==> src/rtl/pbus_pkg.sv <==
package pbus_pkg;
  localparam int ADDR_W = 9;
  localparam int DATA_W = 8;

  typedef enum logic [1:0] {
    BUS_IDLE,
    BUS_RD_ACK,
    BUS_WR_ACK
  } busState_t;

  // strobes from control to datapath
  typedef struct packed {
    logic loadRd;
    logic doWrite;
  } ctlStrobes_t;
endpackage

==> src/rtl/pbusSync.sv <==
module pbusSync #(
  parameter int W = 1,
  parameter logic [W-1:0] RST = '0
) (
  input  logic         clk,
  input  logic         rstN,
  input  logic [W-1:0] d,
  output logic [W-1:0] q
);
  logic [W-1:0] stage1;

  always_ff @(posedge clk or negedge rstN) begin
    if (!rstN) begin
      stage1 <= RST;
      q      <= RST;
    end else begin
      stage1 <= d;
      q      <= stage1;
    end
  end
endmodule

==> src/rtl/pbusCtrl.sv <==
module pbusCtrl
  import pbus_pkg::*;
(
  input  logic        clk,
  input  logic        rstN,
  input  logic        csS,
  input  logic        rdS,
  input  logic        wrS,
  output ctlStrobes_t ctl,
  output logic        rdyN,
  output logic        dataOe
);
  logic      rdD, wrD;
  logic      rdFall, wrFall;
  busState_t st, stNext;

  assign rdFall = !rdS && rdD;
  assign wrFall = !wrS && wrD && rdS;

  always_ff @(posedge clk or negedge rstN) begin
    if (!rstN) begin
      rdD <= 1'b1;
      wrD <= 1'b1;
      st  <= BUS_IDLE;
    end else begin
      rdD <= rdS;
      wrD <= wrS;
      st  <= stNext;
    end
  end

  always_comb begin
    stNext = st;
    ctl    = '0;
    unique case (st)
      BUS_IDLE: begin
        if (!csS) begin
          if (rdFall) begin
            ctl.loadRd = 1'b1;
            stNext     = BUS_RD_ACK;
          end else if (wrFall) begin
            ctl.doWrite = 1'b1;
            stNext      = BUS_WR_ACK;
          end
        end
      end
      BUS_RD_ACK: if (rdS || csS) stNext = BUS_IDLE;
      BUS_WR_ACK: if (wrS || csS) stNext = BUS_IDLE;
      default:    stNext = BUS_IDLE;
    endcase
  end

  assign rdyN   = !(!csS && ((st == BUS_RD_ACK && !rdS) ||
                             (st == BUS_WR_ACK && !wrS)));
  assign dataOe = !csS && !rdS;


  rdy_after_action_chk: assert property (@(posedge clk) disable iff (!rstN)
    $fell(rdyN) |-> $past(ctl.loadRd || ctl.doWrite));


  single_access_chk: assert property (@(posedge clk) disable iff (!rstN)
    (ctl.loadRd || ctl.doWrite) |=> !(ctl.loadRd || ctl.doWrite));
endmodule

==> src/rtl/pbusData.sv <==
module pbusData
  import pbus_pkg::*;
#(
  parameter int DEPTH = 16,
  parameter int IDX_W = (DEPTH > 1) ? $clog2(DEPTH) : 1
) (
  input  logic              clk,
  input  logic              rstN,
  input  logic              aleS,
  input  logic [ADDR_W-1:0] addrS,
  input  logic [DATA_W-1:0] dataS,
  input  ctlStrobes_t       ctl,
  input  logic              dataOe,
  output logic [DATA_W-1:0] dataOut,
  output logic              wrPulse,
  output logic [IDX_W-1:0]  wrIdx,
  output logic [DATA_W-1:0] wrData
);
  localparam logic [ADDR_W-1:0] LAST_ADDR = ADDR_W'(DEPTH - 1);

  logic [ADDR_W-1:0] addrReg;
  logic [DATA_W-1:0] regFile [DEPTH];
  logic [DATA_W-1:0] readBuf;
  logic [DATA_W-1:0] readMux;
  logic              mapped;
  logic [IDX_W-1:0]  idx;

  assign mapped = addrReg <= LAST_ADDR;
  assign idx    = addrReg[IDX_W-1:0];

  // transparent while enable high, frozen after its fall
  always_ff @(posedge clk or negedge rstN) begin
    if (!rstN)     addrReg <= '0;
    else if (aleS) addrReg <= addrS;
  end

  for (genvar g = 0; g < DEPTH; g++) begin : gReg
    always_ff @(posedge clk or negedge rstN) begin
      if (!rstN)
        regFile[g] <= '0;
      else if (ctl.doWrite && mapped && idx == IDX_W'(g))
        regFile[g] <= dataS;
    end
  end

  assign readMux = mapped ? regFile[idx] : '0;

  always_ff @(posedge clk or negedge rstN) begin
    if (!rstN) begin
      readBuf <= '0;
      wrPulse <= 1'b0;
      wrIdx   <= '0;
      wrData  <= '0;
    end else begin
      if (ctl.loadRd) readBuf <= readMux;
      wrPulse <= ctl.doWrite && mapped;
      if (ctl.doWrite) begin
        wrIdx  <= idx;
        wrData <= dataS;
      end
    end
  end

  assign dataOut = dataOe ? readBuf : '0;


  wr_pulse_single_chk: assert property (@(posedge clk) disable iff (!rstN)
    wrPulse |=> !wrPulse);


  wr_stored_chk: assert property (@(posedge clk) disable iff (!rstN)
    wrPulse |-> regFile[wrIdx] == wrData);


  rd_buf_hold_chk: assert property (@(posedge clk) disable iff (!rstN)
    !ctl.loadRd |=> $stable(readBuf));


  addr_hold_chk: assert property (@(posedge clk) disable iff (!rstN)
    !aleS |=> $stable(addrReg));
endmodule

==> src/rtl/pbusSlave.sv <==
module pbusSlave
  import pbus_pkg::*;
#(
  parameter int DEPTH = 16,
  parameter int IDX_W = (DEPTH > 1) ? $clog2(DEPTH) : 1
) (
  input  logic              clk,
  input  logic              rstN,
  input  logic              csN,
  input  logic              aleIn,
  input  logic [ADDR_W-1:0] addrIn,
  input  logic              rdN,
  input  logic              wrN,
  input  logic [DATA_W-1:0] dataIn,
  output logic [DATA_W-1:0] dataOut,
  output logic              dataOe,
  output logic              rdyN,
  output logic              wrPulse,
  output logic [IDX_W-1:0]  wrIdx,
  output logic [DATA_W-1:0] wrData
);
  localparam int PAY_W = ADDR_W + DATA_W;

  logic [3:0]        ctlS;
  logic [PAY_W-1:0]  payS;
  logic              csS, aleS, rdS, wrS;
  logic [ADDR_W-1:0] addrS;
  logic [DATA_W-1:0] dataS;
  ctlStrobes_t       ctl;

  pbusSync #(.W(4), .RST(4'b1011)) u_ctlSync (
    .clk(clk), .rstN(rstN), .d({csN, aleIn, rdN, wrN}), .q(ctlS)
  );

  pbusSync #(.W(PAY_W), .RST('0)) u_paySync (
    .clk(clk), .rstN(rstN), .d({addrIn, dataIn}), .q(payS)
  );

  assign {csS, aleS, rdS, wrS} = ctlS;
  assign {addrS, dataS}        = payS;

  pbusCtrl u_ctrl (
    .clk(clk), .rstN(rstN), .csS(csS), .rdS(rdS), .wrS(wrS),
    .ctl(ctl), .rdyN(rdyN), .dataOe(dataOe)
  );

  pbusData #(.DEPTH(DEPTH), .IDX_W(IDX_W)) u_data (
    .clk(clk), .rstN(rstN), .aleS(aleS), .addrS(addrS), .dataS(dataS),
    .ctl(ctl), .dataOe(dataOe), .dataOut(dataOut),
    .wrPulse(wrPulse), .wrIdx(wrIdx), .wrData(wrData)
  );
endmodule

==> config.mk <==
export PLATFORM = sky130hd
export DESIGN_NAME = pbusSlave
export DESIGN_NICKNAME = d
export VERILOG_FILES = /design/src/rtl/pbus_pkg.sv /design/src/rtl/pbusSync.sv /design/src/rtl/pbusCtrl.sv /design/src/rtl/pbusData.sv /design/src/rtl/pbusSlave.sv
export SDC_FILE = /design/constraint.sdc
export NUM_CORES = 1
export LEC_CHECK = 0
export BUFFER_PORTS_ARGS = -buffer_cell sky130_fd_sc_hd__clkbuf_2
export CORE_MARGIN = 2
export CORE_UTILIZATION = 35
export DETAILED_ROUTE_END_ITERATION = 6
export PLACE_DENSITY = 0.51
export SYNTH_ARGS = -nofsm -noshare
export SYNTH_HDL_FRONTEND = slang
export SYNTH_SLANG_ARGS = --single-unit
==> constraint.sdc <==
create_clock -name clk -period 2.66 [get_ports clk]
set_input_delay 0.532 -clock clk [delete_from_list [all_inputs] [get_ports clk]]
set_output_delay 0.532 -clock clk [all_outputs]
set_load 0.005 [all_outputs]
# After elaboration in Yosys (flattened, before gate mapping)
# Cells that the tools add are included.
[op_classes] order_cmp=2 eq_ne=21 n_mux=16 bitwise=1 n_reduce_logical=34
[op_table] operator="binary-select mux 8 bit (select 4 bit)" count=1
[op_table] operator="equality test 4 bit, second input constant" count=8
[op_table] operator="2-to-1 mux 8 bit" count=4
[op_table] operator="logical AND 1 bit" count=24
[op_table] operator="equality test 4 x 3 -> 1 bit, second input constant" count=4
[op_table] operator="2-to-1 mux 2 bit" count=7
[op_table] operator="less-or-equal comparator 9 x 4 -> 1 bit, second input constant" count=1
[op_table] operator="equality test 4 x 2 -> 1 bit, second input constant" count=2
[op_table] operator="case mux 2 bit (3 select lines)" count=1
[op_table] operator="greater-or-equal comparator 5 bit, second input constant" count=1
[op_table] operator="inverter 4 -> 5 bit" count=1
[op_table] operator="equality test 4 x 1 -> 1 bit, second input constant" count=1
[op_table] operator="logical NOT 1 bit" count=4
[op_table] operator="logical NOT 4 bit" count=1
[op_table] operator="inequality test 2 x 1 -> 1 bit, second input constant" count=2
[op_table] operator="AND reduction 4 bit" count=1
[op_table] operator="logical OR 1 bit" count=3
[op_table] operator="2-to-1 mux 1 bit" count=3
[op_table] operator="inequality test 3 x 1 -> 1 bit, second input constant" count=1
[op_table] operator="equality test 2 x 1 -> 1 bit, second input constant" count=1
[op_table] operator="equality test 2 bit, second input constant" count=1
[op_table] operator="logical NOT 2 bit" count=1
[op_table] operator="inequality test 2 bit, second input constant" count=1
[word_totals] regBits=204 inputBits=23 out_inout_bits=23 elab_cells=102

# Depth between registers and ports, before layout
[depth] ltp_word=9 ltp_mapped=6 mapped_depth_nobuf=5

# By module
# From an unflattened synthesis, not the netlist that was laid out.
[hier_totals] hier_cells=525 hier_area_um2=8328.0
[by_module_without_submodules] module="pbusData" instances=1 cells_per_inst=467 area_each_um2=7073.0 seq_area_each_um2=3953.8
[by_module_without_submodules] module="pbusSync (u_paySync)" instances=1 cells_per_inst=34 area_each_um2=850.8 seq_area_each_um2=850.8
[by_module_without_submodules] module="pbusSync (u_ctlSync)" instances=1 cells_per_inst=8 area_each_um2=207.7 seq_area_each_um2=207.7
[by_module_without_submodules] module="pbusCtrl" instances=1 cells_per_inst=16 area_each_um2=196.4 seq_area_each_um2=102.6

# Least setup slack after synthesis
# No wires, ideal clock.
[synth_path] kind="register -> register" from="register u_ctlSync.q[1]" to="register u_data.regFile[32] in the netlist's numbering" setup_ps=125 t_arrival_ps=1898 t_required_ps=2535 setup_slack_ps=638 path_stages_with_launch=5 n_path_buf=0 synth_period_minus_slack_ps=2022 cell_sequence="dfstp_2 -> and4bb_2 -> nand4b_4 -> nor4_4 -> mux2_2"
[synth_between] elab_chain_cells=7 elab_cells_between_ends=9 classes_between="4 x mux; 5 x reduce/logical"
[synth_rtl] element="start: declaration" line="pbusSync.sv:8" source="output logic [W-1:0] q"
[synth_rtl] element="start signal: assignment" line="pbusSync.sv:18" source="q <= stage1;"
[synth_rtl] element="logical AND 1 bit / logical NOT 1 bit (equally long branches)" line="pbusCtrl.sv:18, pbusCtrl.sv:17"
[synth_rtl] element="2-to-1 mux 1 bit / logical AND 1 bit (equally long branches)" line="pbusCtrl.sv:41, pbusCtrl.sv:17"
[synth_rtl] element="2-to-1 mux 1 bit *" line="pbusCtrl.sv:38" source="if (rdFall) begin"
[synth_rtl] element="2-to-1 mux 2 bit *" line="pbusCtrl.sv:37" source="if (!csS) begin"
[synth_rtl] element="2-to-1 mux 2 bit *" line="pbusCtrl.sv:35" source="unique case (st)"
[synth_rtl] element="logical AND 1 bit * (2 in a row)" line="pbusData.sv:41" source="else if (ctl.doWrite && mapped && idx == IDX_W'(g))"
[synth_rtl] element="end signal: indexed assignment" line="pbusData.sv:42" source="regFile[g] <= dataS;"
[synth_rtl] element="end: declaration" line="pbusData.sv:22" source="logic [DATA_W-1:0] regFile [DEPTH];"
# Mark *: on every way between the ends. The rest lies on a longest branch, timed or not.
# A chain may end at the register's enable or synchronous reset.

# Worst setup path after layout
[layout_path] from="register u_ctlSync.q[1]" to="register u_data.regFile[27] in the netlist's numbering"
# The elaborated chain is that of the path after synthesis.

==> run_summary.xml <==
<?xml version="1.0" encoding="UTF-8"?>
<metrics>
  <group name="power">
    <metric name="power_density" unit="nW/um2">682.9</metric>
    <metric name="net-switching-power" unit="mW">1.537</metric>
    <metric name="cellLeakagePower" unit="nW">4.633</metric>
    <metric name="power_frac_comb" unit="%">6.3</metric>
    <metric name="p_clk_share" unit="%">44.2</metric>
    <metric name="switching_share" unit="%">22.85</metric>
    <metric name="peak_supply_drop" unit="uV">395.0</metric>
    <metric name="power_frac_seq" unit="%">49.5</metric>
    <metric name="report.power.total" unit="mW">6.725</metric>
    <metric name="power_report.internal_total" unit="mW">5.188</metric>
  </group>
  <group name="synth">
    <metric name="synth_seq_area_share" unit="%">60.76</metric>
    <metric name="synth-simple-area-share" unit="%">7.848</metric>
    <metric name="synth_cell_type_count" unit="">39</metric>
    <metric name="syn-instance-count" unit="">521</metric>
    <metric name="synth_fp_nets" unit="">544</metric>
    <metric name="synthMuxAreaShare" unit="%">27.90</metric>
    <metric name="syn_area" unit="um2">8418</metric>
    <metric name="synthesis.yosys.warnings" unit="">0</metric>
    <metric name="avgSynthCellArea" unit="um2">16.16</metric>
    <metric name="synth_compound_gate_area_share" unit="%">1.962</metric>
    <metric name="main_combinational_cell_family_by_area_after_synthesis" unit="">multiplexers</metric>
    <metric name="ys_ff_latch" unit="">204</metric>
    <metric name="synth_adder_area_share" unit="%">0</metric>
    <metric name="xor_xnor_cell_area_share_of_the_yosys_netlist" unit="%">0</metric>
  </group>
  <group name="sta">
    <metric name="finalMaxSlewViolations" unit="">0</metric>
    <metric name="setup-tns-final" unit="ns">0</metric>
    <metric name="finalSetupViolCount" unit="">0</metric>
    <metric name="worst_slew_margin_rel" unit="%">53.10</metric>
    <metric name="grt_setup_unrepaired" unit="">false</metric>
    <metric name="fin_crit_sh" unit="%">87.01</metric>
    <metric name="worst_slew_pin_tran" unit="ns">0.7018</metric>
    <metric name="final.setup_skew" unit="ns">0.01585</metric>
    <metric name="period_minus_slack" unit="ns">2.314</metric>
    <metric name="finalHoldViolCount" unit="">0</metric>
    <metric name="max_clock_freq" unit="MHz">432.1</metric>
  </group>
  <group name="outcome">
    <metric name="outcome" unit="">complete, no violations</metric>
  </group>
  <group name="route">
    <metric name="route.detailed.vias_per_inst" unit="">4.961</metric>
    <metric name="wl" unit="um">18100</metric>
    <metric name="drt-pass1-iter-count" unit="">4</metric>
    <metric name="drt_first_iter_violations" unit="">208</metric>
    <metric name="detail_route.drc_violations" unit="">0</metric>
    <metric name="route.vias.total" unit="">4574</metric>
    <metric name="drt.antenna.violating_nets" unit="">0</metric>
    <metric name="wl_per_cell" unit="um">19.63</metric>
  </group>
  <group name="worst_setup_path">
    <metric name="critical_path_class" unit="">register to register</metric>
    <metric name="timing.critical_path.to_type" unit="">register</metric>
    <metric name="timing.reg2reg.worst_path_depth" unit="">5</metric>
    <metric name="critPathArrivalTime" unit="ns">2.70</metric>
    <metric name="setup_slack_of_the_worst_register_to_register_path" unit="ns">0.35</metric>
    <metric name="crit_required" unit="ns">3.05</metric>
    <metric name="worst_setup_path_startpoint" unit="">u_ctlSync.q[1]</metric>
    <metric name="timing.rr.start" unit="">u_ctlSync.q[1]</metric>
    <metric name="worstPathMaxFanout" unit="">8</metric>
    <metric name="timing.rr.end" unit="">u_data.regFile[27]</metric>
    <metric name="critPathCapture" unit="">u_data.regFile[27]</metric>
    <metric name="startpoint_type" unit="">register</metric>
  </group>
  <group name="place">
    <metric name="dp_hpwl" unit="um">12170</metric>
    <metric name="finalWeightedCongestion" unit="">0.7364</metric>
    <metric name="port_buffers" unit="">45</metric>
  </group>
  <group name="clocking">
    <metric name="numCtsBuffers" unit="">23</metric>
    <metric name="clock-root-buffer" unit="">clkbuf_16</metric>
    <metric name="post_cts_resize_count" unit="">0</metric>
    <metric name="postCtsHoldBufs" unit="">0</metric>
    <metric name="cts_tree" unit="">built</metric>
    <metric name="tritoncts_num_sinks" unit="">204</metric>
    <metric name="buffer_count_from_post_cts_setup_fixing" unit="">0</metric>
    <metric name="worstSkewPairLatency" unit="ns">0.50</metric>
    <metric name="h-tree-depth" unit="">1</metric>
    <metric name="cts.path.max_buffers" unit="">3</metric>
    <metric name="clkTransAtPathRegs" unit="ns">0.06</metric>
  </group>
  <group name="final_layout">
    <metric name="antenna_cells" unit="">0</metric>
    <metric name="drive_above_1_share" unit="%">49.09</metric>
    <metric name="finish.net_count" unit="">610</metric>
    <metric name="areaGrowthSynthToFinish" unit="%">16.97</metric>
  </group>
  <group name="floorplan">
    <metric name="initial_utilization" unit="%">35.76</metric>
    <metric name="floorplan.die_area" unit="um2">25310</metric>
    <metric name="height_of_the_chip" unit="um">159.1</metric>
    <metric name="area_inside_the_core_boundary" unit="um2">23540</metric>
    <metric name="row_count" unit="">56</metric>
    <metric name="die-width" unit="um">159.1</metric>
    <metric name="io-pin-count" unit="">46</metric>
  </group>
  <group name="global_routing">
    <metric name="vias_in_the_first_global_route" unit="">5045</metric>
    <metric name="grt_start_max_net_pins" unit="">73</metric>
    <metric name="grt_first_pass_wirelength" unit="um">29350</metric>
    <metric name="grt_remaining_overflow" unit="">0</metric>
    <metric name="grt_use_total" unit="%">14.79</metric>
    <metric name="initial_antenna_violation_count" unit="">1</metric>
  </group>
  <group name="flow_run">
    <metric name="maxCapViolCount" unit="">0</metric>
  </group>
  <group name="hold_path">
    <metric name="min-delay-path-class" unit="">input pin to asynchronous set/reset pin</metric>
  </group>
</metrics>
==> layer usage <==
metal / global-route usage (%) / up-vias / part of all wire (%)
met5: 0 / - / 0
met4: 4.008 / 0 / 1.9
met3: 2.449 / 22 / 3.3
met2: 25.24 / 84 / 50
met1: 19.65 / 2419 / 45
li1: - / 2049 / -
==> power groups by stage <==
stage	registers [mW]	clock network, mW	logic [mW]
2_1_floorplan	3.33	0	0.249
3_3_place_gp	3.38	0	0.427
3_5_place_dp	3.39	0	0.434
4_1_cts	3.33	3.08	0.436
5_1_grt	3.35	3.22	0.464
6_report	3.33	2.97	0.422
==> layout make-up <==
type | count | area (um2)
repair buffers | 67 | 436.7
flip-flops and latches | 204 | 5116
well taps | 319 | 399.1
fillers | 2194 | 13700
clock inverters | 4 | 51.30
clock buffers | 37 | 658.1
multi-input cells | 288 | 3174
inverters | 3 | 11.26
==> sequential cells by signal, summed over array words and instances (netlist names) <==
| name | cells |
|---|---|
| u_data.wrData | 8 |
| u_ctlSync.stage1 | 4 |
| u_ctrl.rdD | 1 |
| u_paySync.q | 17 |
| u_data.readBuf | 8 |
| u_ctrl.st | 2 |
| u_data.wrPulse | 1 |
| u_ctrl.wrD | 1 |
| u_data.wrIdx | 4 |
| u_ctlSync.q | 4 |
| u_paySync.stage1 | 17 |
| u_data.regFile | 128 |
| u_data.addrReg | 9 |
==> cells by family after synthesis <==
| family | Yosys count |
|---|---|
| AOI/OAI and AO/OA | 27 |
| DFF | 204 |
| buffers and inverters | 29 |
| muxes | 179 |
| and+or+nand+nor | 82 |
==> cell usage in the layout, fill, tap and decap left out, types with 8 or more instances in the layout <==
cell       instances
and2_1             8
buf_4             19
clkbuf_1          11
clkbuf_16         23
clkbuf_2          44
dfrtp_1          195
dfstp_2            8
mux2_1             8
mux2_2           137
mux4_2            30
nand2_1           25
nand3_4            9
o21ai_0           13
==> cell usage after synthesis, drive strengths merged <==
cell     instances  area share, %
mux2i            4           0.48
and4bb           1           0.15
inv              3           0.13
clkbuf          16           0.71
nor3b            2           0.45
and3             7           0.52
or2              1          0.074
a311oi           1           0.10
mux4            30            8.0
buf             10           0.68
nor4             4            1.0
dfrtp          196             58
nand3           16            2.3
a22oi            7           0.62
nor3             1           0.19
and2             8           0.59
nand2           25            1.1
nor2             6           0.30
o31ai            1          0.089
and2b            1          0.089
or4b             1           0.12
nor2b            4           0.30
o211ai           1          0.089
o2111ai          1           0.10
o21ai           13           0.77
mux2           145             19
nand4b           1           0.28
nand2b           2           0.15
nand4            2           0.22
a21oi            3           0.18
dfstp            8            2.5
==> stage by stage <==
stage | utilization [%] | setup slack, ns | instances | cell area (um2) | hold slack [ns]
2_1_floorplan | - | 0.6377 | 521 | 8418 | 0.2364
4_1_cts | 41.83 | 0.3471 | 922 | 9847 | 0.05845
5_1_grt | 41.83 | 0.2430 | 922 | 9847 | 0.07722
6_report | 41.83 | 0.3457 | 922 | 9847 | 0.04013
3_3_place_gp | 38.81 | 0.4034 | 881 | 9138 | 0.3320
3_5_place_dp | 38.81 | 0.3428 | 881 | 9138 | 0.3347
==> worst max-delay path: stages (launching register included) <==
cell      delay, ns
dfstp_2        0.56
and4bb_2       0.28
nand4b_4       0.21
buf_4          0.24
nor4_4         0.50
mux2_2         0.40
==> worst min path at each step <==
stage | startpoint | slack [ns] | end
2_1_floorplan | rstN | 0.24 | u_ctlSync.q[2]
3_3_place_gp | u_paySync.stage1[0] | 0.33 | u_paySync.q[0]
3_5_place_dp | u_ctlSync.stage1[2] | 0.33 | u_ctlSync.q[2]
4_1_cts | rstN | 0.06 | u_paySync.stage1[4]
5_1_grt | rstN | 0.08 | u_paySync.stage1[4]
6_report | rstN | 0.04 | u_paySync.stage1[4]
No activity file was read; power rests on OpenSTA's default activity.
